--- src/rtl/sdt_pkg.sv ---
// Shared types for the shadow-access DMA start detector.
// Assumes: status words fit in the low bits of the read data bus.
package sdt_pkg;

    // Which access the tracker expects next.
    typedef enum logic [2:0] {
        AWAIT_ST1 = 3'd0,
        AWAIT_LD2 = 3'd1,
        AWAIT_ST3 = 3'd2,
        AWAIT_LD4 = 3'd3,
        AWAIT_LD5 = 3'd4
    } trk_state_t;

    localparam int STAT_PENDING = 0;
    localparam int STAT_STARTED = 1;
    localparam int STAT_BUSY    = 2;

endpackage

--- src/rtl/sdt_window_decode.sv ---
// Window decoder: flags accesses inside the shadow window and strips the base.
// Assumes: the window is 2**WIN_LOG2 bytes and WIN_BASE is aligned to that size.
module sdt_window_decode #(
    parameter int                ADDR_W   = 32,
    parameter int                WIN_LOG2 = 12,
    parameter logic [ADDR_W-1:0] WIN_BASE = 32'h8000_0000
) (
    input  logic                acc_valid,
    input  logic [ADDR_W-1:0]   acc_addr,
    output logic                hit,
    output logic [WIN_LOG2-1:0] offset
);

    // Compare the upper address bits against the window base.
    always_comb begin
        hit    = acc_valid && (acc_addr[ADDR_W-1:WIN_LOG2] == WIN_BASE[ADDR_W-1:WIN_LOG2]);
        offset = acc_addr[WIN_LOG2-1:0];
    end

endmodule

--- src/rtl/sdt_seq_tracker.sv ---
// Sequence tracker: follows the store/load/store/load/load pattern and checks
// the repeated destination, source and size. On a mismatch it re-evaluates the
// failing access as a possible first access.
// Assumes: at most one access per cycle and hit already qualified by valid.
module sdt_seq_tracker
    import sdt_pkg::*;
#(
    parameter int OFF_W  = 12,
    parameter int DATA_W = 32
) (
    input  logic              clk,
    input  logic              rst_n,
    input  logic              hit,
    input  logic              is_write,
    input  logic [OFF_W-1:0]  offset,
    input  logic [DATA_W-1:0] wdata,
    output logic              seq_done,
    output logic [OFF_W-1:0]  src_off,
    output logic [OFF_W-1:0]  dst_off,
    output logic [DATA_W-1:0] size
);

    trk_state_t        state_q, state_n;
    logic [OFF_W-1:0]  dst_q, dst_n, src_q, src_n;
    logic [DATA_W-1:0] size_q, size_n;
    logic              restart;

    // Next-state decision for the current access.
    always_comb begin
        state_n  = state_q;
        dst_n    = dst_q;
        src_n    = src_q;
        size_n   = size_q;
        restart  = 1'b0;
        seq_done = 1'b0;
        if (hit) begin
            case (state_q)
                AWAIT_ST1: restart = 1'b1;
                AWAIT_LD2: begin
                    if (!is_write) begin
                        src_n   = offset;
                        state_n = AWAIT_ST3;
                    end else begin
                        restart = 1'b1;
                    end
                end
                AWAIT_ST3: begin
                    if (is_write && offset == dst_q && wdata == size_q)
                        state_n = AWAIT_LD4;
                    else
                        restart = 1'b1;
                end
                AWAIT_LD4: begin
                    if (!is_write && offset == src_q)
                        state_n = AWAIT_LD5;
                    else
                        restart = 1'b1;
                end
                AWAIT_LD5: begin
                    if (!is_write && offset == dst_q) begin
                        seq_done = 1'b1;
                        state_n  = AWAIT_ST1;
                    end else begin
                        restart = 1'b1;
                    end
                end
                default: restart = 1'b1;
            endcase
            if (restart) begin
                if (is_write) begin
                    dst_n   = offset;
                    size_n  = wdata;
                    state_n = AWAIT_LD2;
                end else begin
                    state_n = AWAIT_ST1;
                end
            end
        end
    end

    // Register progress and the captured arguments.
    always_ff @(posedge clk) begin
        if (!rst_n) begin
            state_q <= AWAIT_ST1;
            dst_q   <= '0;
            src_q   <= '0;
            size_q  <= '0;
        end else begin
            state_q <= state_n;
            dst_q   <= dst_n;
            src_q   <= src_n;
            size_q  <= size_n;
        end
    end

    // Present captured arguments to the start logic.
    always_comb begin
        src_off = src_q;
        dst_off = dst_q;
        size    = size_q;
    end

    // accesses outside the window do not move the tracker.
    a_r1_outside_holds: assert property (@(posedge clk) disable iff (!rst_n)
        !hit |=> $stable(state_q));

    // an in-window store seen while empty opens a sequence.
    a_r5_store_opens: assert property (@(posedge clk) disable iff (!rst_n)
        (hit && is_write && state_q == AWAIT_ST1) |=> state_q == AWAIT_LD2);

    // completion happens only on a load.
    a_r2_done_on_load: assert property (@(posedge clk) disable iff (!rst_n)
        seq_done |-> (hit && !is_write));

endmodule

--- src/rtl/sdt_status_gen.sv ---
// Status and start generator: turns a completed sequence into a start pulse
// when the mover is idle and builds the status word returned to loads.
// Assumes: seq_done is only high during an in-window load.
module sdt_status_gen
    import sdt_pkg::*;
#(
    parameter int DATA_W = 32
) (
    input  logic              hit,
    input  logic              is_write,
    input  logic              seq_done,
    input  logic              mover_busy,
    output logic              start,
    output logic [DATA_W-1:0] rdata
);

    // Choose start and the status word for the current access.
    always_comb begin
        start = seq_done && !mover_busy;
        rdata = '0;
        if (hit && !is_write) begin
            if (seq_done)
                rdata = mover_busy ? DATA_W'(STAT_BUSY) : DATA_W'(STAT_STARTED);
            else
                rdata = DATA_W'(STAT_PENDING);
        end
    end

endmodule

--- src/rtl/shadow_dma_trigger.sv ---
// Shadow-access DMA start detector top: decodes the shadow window, tracks the
// five-access command sequence and issues a one-cycle start.
// Assumes: one access per cycle; outputs are combinational from the access.
module shadow_dma_trigger #(
    parameter int                ADDR_W   = 32,
    parameter int                DATA_W   = 32,
    parameter int                WIN_LOG2 = 12,
    parameter logic [ADDR_W-1:0] WIN_BASE = 32'h8000_0000
) (
    input  logic                clk,
    input  logic                rst_n,
    input  logic                acc_valid,
    input  logic                acc_write,
    input  logic [ADDR_W-1:0]   acc_addr,
    input  logic [DATA_W-1:0]   acc_wdata,
    input  logic                mover_busy,
    output logic [DATA_W-1:0]   acc_rdata,
    output logic                start_pulse,
    output logic [WIN_LOG2-1:0] start_src,
    output logic [WIN_LOG2-1:0] start_dst,
    output logic [DATA_W-1:0]   start_size
);

    logic                hit;
    logic [WIN_LOG2-1:0] offset;
    logic                seq_done;
    logic [WIN_LOG2-1:0] src_off, dst_off;
    logic [DATA_W-1:0]   size;

    sdt_window_decode #(
        .ADDR_W  (ADDR_W),
        .WIN_LOG2(WIN_LOG2),
        .WIN_BASE(WIN_BASE)
    ) u_dec (
        .acc_valid(acc_valid),
        .acc_addr (acc_addr),
        .hit      (hit),
        .offset   (offset)
    );

    sdt_seq_tracker #(
        .OFF_W (WIN_LOG2),
        .DATA_W(DATA_W)
    ) u_trk (
        .clk     (clk),
        .rst_n   (rst_n),
        .hit     (hit),
        .is_write(acc_write),
        .offset  (offset),
        .wdata   (acc_wdata),
        .seq_done(seq_done),
        .src_off (src_off),
        .dst_off (dst_off),
        .size    (size)
    );

    sdt_status_gen #(
        .DATA_W(DATA_W)
    ) u_stat (
        .hit       (hit),
        .is_write  (acc_write),
        .seq_done  (seq_done),
        .mover_busy(mover_busy),
        .start     (start_pulse),
        .rdata     (acc_rdata)
    );

    // Drive start arguments: the final load's address is the destination.
    always_comb begin
        start_src  = src_off;
        start_dst  = dst_off;
        start_size = size;
    end

    // the pulse never lasts two cycles.
    a_r7_single_pulse: assert property (@(posedge clk) disable iff (!rst_n)
        start_pulse |=> !start_pulse);

    // the pulse coincides with a load access.
    a_r7_on_load: assert property (@(posedge clk) disable iff (!rst_n)
        start_pulse |-> (acc_valid && !acc_write));

    // a started transfer reports status 1 to the issuing load.
    a_r6_started_status: assert property (@(posedge clk) disable iff (!rst_n)
        start_pulse |-> acc_rdata == DATA_W'(1));

    // no start while the mover is busy.
    a_r8_busy_blocks: assert property (@(posedge clk) disable iff (!rst_n)
        mover_busy |-> !start_pulse);

endmodule

--- config.mk ---
export PLATFORM = sky130hd
export DESIGN_NAME = shadow_dma_trigger
export DESIGN_NICKNAME = d
export VERILOG_FILES = /design/src/rtl/sdt_pkg.sv /design/src/rtl/sdt_window_decode.sv /design/src/rtl/sdt_seq_tracker.sv /design/src/rtl/sdt_status_gen.sv /design/src/rtl/shadow_dma_trigger.sv
export SDC_FILE = /design/constraint.sdc
export NUM_CORES = 1
export LEC_CHECK = 0
export BUFFER_PORTS_ARGS = -buffer_cell sky130_fd_sc_hd__buf_2
export CAP_MARGIN = 20
export CELL_PAD_IN_SITES_DETAIL_PLACEMENT = 1
export CELL_PAD_IN_SITES_GLOBAL_PLACEMENT = 2
export CORE_MARGIN = 3
export CORE_UTILIZATION = 25
export DETAILED_ROUTE_END_ITERATION = 6
export HOLD_SLACK_MARGIN = 0.06
export PLACE_DENSITY_LB_ADDON = 0.1
export SYNTH_ARGS = -nofsm -noshare
export SYNTH_HDL_FRONTEND = slang
export SYNTH_SLANG_ARGS = --single-unit
--- constraint.sdc ---
create_clock -name clk -period 3 [get_ports clk]
set_clock_uncertainty 0.15 [all_clocks]
set_input_delay 0.45 -clock clk [delete_from_list [all_inputs] [get_ports clk]]
set_output_delay 0.45 -clock clk [all_outputs]
set_load 0.1 [all_outputs]
# Yosys cells after proc, flatten, opt, wreduce, memory -nomap -nowiden
# Index checks and enable logic that the tools add are counted.
# classes
n_eq_ne	12
n_mux	19
bitwise_logic	1
n_reduce_logical	13
# ops
operator	n
32-bit two-way mux	2
32-bit equality test	1
12-bit equality test	2
20-bit equality test, second input constant	1
3-bit two-way mux	5
3-bit one-hot mux with 4 select lines	1
1-bit two-way mux	9
3-bit by 1-bit inequality test with 1-bit output, second input constant	3
1-bit logical AND	7
3-bit by 2-bit equality test with 1-bit output, second input constant	2
3-bit AND reduction	2
6-bit AND reduction	1
5-bit nonzero test	1
1-bit one-hot mux with 4 select lines	1
3-bit by 1-bit equality test with 1-bit output, second input constant	1
3-bit equality test, second input constant	1
3-bit by 2-bit inequality test with 1-bit output, second input constant	1
1-bit logical NOT	2
2-bit two-way mux	1
1-bit NOT	1
# totals
reg_bits	59
out_inout_bits	89
word_cells	49

# Depth between registers and ports, before layout
# depth
word_depth	8
depth_mapped	9
mapped_depth_nobuf	6

# Hierarchy
# A second synthesis with hierarchy kept.
# hier_totals
cells_unflattened	392
hier_area_um2	3563.4
# modules_own_cells
mod	n_inst	cells_per_inst	area_per_inst_um2
sdt_seq_tracker	1	338	3161.8
sdt_status_gen	1	34	259.0
sdt_window_decode	1	20	142.6

# Worst setup path before layout
# Ideal clock, no wire load.
# synth_timing
kind	register to output
start	register u_trk.dst_q[5], in the netlist u_trk.dst_off[5]
end	output port acc_rdata[0]
arrival_time_ps	3085
required_time_ps	2400
slack_ps	-685
stages_incl_launch_ff	6
path_buffers	0
cell_sequence	dfxtp_1 > xor2_1 > nor4_1 > and4_1 > nand2b_1 > nor2_1
# synth_via
elab_chain_len	7
# synth_rtl
item	line	text
start: declaration	sdt_seq_tracker.sv:24	logic [OFF_W-1:0] dst_q, dst_n, src_q, src_n;
start signal: assignment	sdt_seq_tracker.sv:90	dst_q <= dst_n;
12-bit equality test	sdt_seq_tracker.sv:60	if (!is_write && offset == dst_q) begin
1-bit logical AND	sdt_seq_tracker.sv:60	
1-bit two-way mux	sdt_seq_tracker.sv:60	
1-bit two-way mux	sdt_seq_tracker.sv:37	case (state_q)
1-bit two-way mux	sdt_seq_tracker.sv:36	if (hit) begin
32-bit two-way mux	sdt_status_gen.sv:22	if (seq_done)
32-bit two-way mux	sdt_status_gen.sv:21	if (hit && !is_write) begin
end: declaration	shadow_dma_trigger.sv:17	output logic [DATA_W-1:0] acc_rdata,
# No other way between the ends.

# Final worst setup path
# layout_timing
start	input port acc_addr[16]
end	output port start_pulse
# layout_via
elab_chain_len	4
# layout_rtl
item	line	text
start: declaration	shadow_dma_trigger.sv:14	input logic [ADDR_W-1:0] acc_addr,
20-bit equality test	sdt_window_decode.sv:16	hit = acc_valid && (acc_addr[ADDR_W-1:WIN_LOG2] == WIN_BASE[ADDR_W-1:WIN_LOG2]);
1-bit logical AND	sdt_window_decode.sv:16	
1-bit two-way mux	sdt_seq_tracker.sv:36	
1-bit logical AND	sdt_status_gen.sv:19	start = seq_done && !mover_busy;
end: declaration	shadow_dma_trigger.sv:18	output logic start_pulse,
# No other way between the ends.

==> summary.md <==
| Metric | Value |
|---|---|
| CTS HTree Levels | `3` |
| Synth Area per Inst | `about 8.4 µm²` |
| Max stage delay on crit path | `0.40 ns` |
| Drt via density | `approximately 4.8` |
| Final Cell Area | `~4500 µm²` |
| Pre-Repair DR Iteration Count | `4` |
| Root buffer cell | `clkbuf_16` |
| PD cells | `480.7 nW/µm²` |
| IO Pins | `158` |
| Final hold vios | `0` |
| Ant diodes | `0` |
| Worst Path Buf+Inv | `2` |
| Crit path DAT | `~2.1 ns` |
| Synth top area cells | `dfxtp_1, xor2_1, nand3_1` |
| Final setup TNS | `0 ns` |
| Detailed Place HPWL | `9.042 mm` |
| # DRC | `0` |
| Minimum clock period | `roughly 2.7 ns` |
| Slowest cell on the critical path | `or2_2` |
| Initial core utilization | `0.2607` |
| Netlist cell types | `39` |
| Die Span Y | `about 120 µm` |
| Final WL | `between 10 and 15 mm` |
| Tcrit/Tclk final | `0.9121` |
| Worst hold slack | `about 0.24 ns` |
| WL/cell | `roughly 17 µm` |
| Leak | `slightly above 2 nW` |
| #FFs+latches synth | `between 50 and 60` |
| GRT Residual Overflow | `0` |
| Most common cell in the synthesized netlist | `dfxtp_1` |
| Num rows | `41` |
| Max-slew headroom | `0.4989` |
| CP Capture Type | `output port` |
| Placed cell areas | `between 4000 and 5000 µm²` |
| Largest net degree at the start of global routing | `38` |
| Area growth syn-to-layout | `33.91%` |
| Initial antenna violation count | `0` |
| Clock tree from TritonCTS | `done` |
| Die area | `between 10000 and 15000 µm²` |
| Synth Instances | `400` |
| Worst-path clk slew | `about 0.05 ns` |
| Hold crit path type | `in2reg` |
| Max-cap violations | `0` |
| CTS buffer count | `9` |
| Count of final setup violators | `0` |
| Port bufs | `between 100 and 150` |
| YS warnings | `0` |
| Mapped cell area | `about 3300 µm²` |
| Critical path class | `in2out` |
| Die W | `approximately 120 µm` |
| Vias | `3385` |
| Number of flops mapped to enable cells by yosys | `0` |
| Share of cells above drive strength 1 | `0.3246` |
| Highest clock rate | `around 370 MHz` |
| Cell taking the most area after synthesis | `dfxtp_1` |
| Clock Path Buffers | `2` |
| Top delay family on crit path | `simple AND/OR/NAND/NOR gates` |
| Nets@finish | `600` |
| Final std cells w/o fill | `708` |
| Skew-Pair Late Insertion Delay | `0.33 ns` |
| Required time worst endpoint | `2.40 ns` |
| Status | `completed` |
| First-pass GRT wire length | `between 15 and 20 mm` |
| Area share of the largest cell type after synthesis | `0.3533` |
| Slew Viols, Final | `0` |
| Placed instance count | `692` |
| Crit path max fanout | `6` |
| CTS sink cnt | `around 60` |
| Final Wtd Congestion | `between 0.7 and 0.8` |
| Crit path launch type | `primary input` |
| Primary FF master, synth | `dfxtp_1` |
| Worst-margin pin slew | `around 0.75 ns` |
| Asr flop ratio synth | `0` |
| Initial drt markers | `101` |
| Core footprint | `between 10000 and 15000 µm²` |
| Crit-path cells | `buf_2 > nor4_1 > nand4_1 > or2_2 > nand2b_1 > nor2_2 > buf_12` |
| Post-synthesis sequential area ratio | `0.3533` |
| GRT Util Overall | `0.1629` |
| Util after Layout | `0.3491` |
| RSZ-0062 raised after global routing | `no` |
| Post-synth top cells | `dfxtp_1, nand3_1, a21oi_1` |
| Worst VDD drop | `around 210 µV` |
| Detail Route Antenna Nets | `0` |
| Vias in the first global route | `3447` |
[cells in the final DEF, fill, tap and decap left out, drive strengths merged, types with 3 or more instances in the layout]
| cell | instances |
|---|---|
| a21oi | 46 |
| and2 | 3 |
| and4 | 3 |
| buf | 147 |
| clkbuf | 15 |
| conb | 30 |
| dfxtp | 59 |
| inv | 6 |
| mux2i | 13 |
| nand2 | 3 |
| nand2b | 3 |
| nand3 | 48 |
| nand4 | 6 |
| nor2 | 21 |
| nor2b | 3 |
| nor4 | 15 |
| o21ai | 44 |
| xnor2 | 8 |
| xor2 | 45 |
[worst reg2reg max path, stage by stage, from the launching register on]
cell	delay [ns]
dfxtp_2	0.33
xor2_1	0.17
a2111o_1	0.37
or4_4	0.45
o41a_2	0.53
buf_4	0.22
o21ai_0	0.18
a21oi_1	0.09
[what timing repair did]
item                       4_1_cts  5_1_grt
setup endpoints to repair        0        1
setup buffers                    0        0
resized for setup                0        1
hold buffers                     0        0
[layout make-up]
cell class,count,area (µm²)
Clock buffer,15,277.8
Clock inverter,1,30.03
Fill cell,1574,8348
Inverter,6,22.52
Multi-Input combinational cell,308,1902
Sequential cell,59,1186
Tap cell,172,215.2
Timing Repair Buffer,147,843.3
[path summary, 6_finish.rpt]
check                      from               end  slack [ns]  cells past startpoint
hold / removal            rst_n  u_trk.state_q[1]        0.24                      3
hold reg to reg   u_trk.size[3]     u_trk.size[3]        0.34                      2
setup / recovery   acc_addr[16]       start_pulse        0.26                      7
setup reg to reg  u_trk.size[3]    u_trk.size[27]        0.36                      7
[through the flow]
stage / setup WS (ns) / total power, mW
after floorplan: -0.2600 / 1.038
after global placement: 0.1541 / 1.093
after detailed placement: 0.1082 / 1.093
after CTS: 0.2154 / 2.190
after global routing: 0.1185 / 2.239
final: 0.2636 / 2.152
[registers in the layout (all words and copies together) (netlist names)]
signal	cells
u_trk.size	32
u_trk.dst_off	12
u_trk.src_off	12
u_trk.state_q	3
[per-layer routing]
layer | track usage | part of all wire | vias up
li1 | - | - | 1622
met4 | 0.05742 | 0.014 | 0
met1 | 0.2202 | 0.48 | 1648
met2 | 0.2563 | 0.45 | 102
met5 | 0 | 0 | -
met3 | 0.03575 | 0.058 | 13
[logic make-up (layout without fill, tap and decap cells)]
group	Yosys count	count (layout)	share of synthesized area
other cells	1	30	0.001122
simple gates	113	113	0.1815
mux	13	13	0.03892
xor+xnor	53	53	0.1388
flops	59	59	0.3533
compound gates	99	99	0.1680
buf+inv	62	169	0.1183
[power by group]
part | internal [mW] | total, mW | leakage [nW] | switching, mW
registers | 0.784 | 0.784 | 0.477 | 0.000000216
clock network | 0.712 | 1.08 | 0.150 | 0.363
logic | 0.0566 | 0.293 | 1.45 | 0.236
Power figures use the tool's default switching activity.
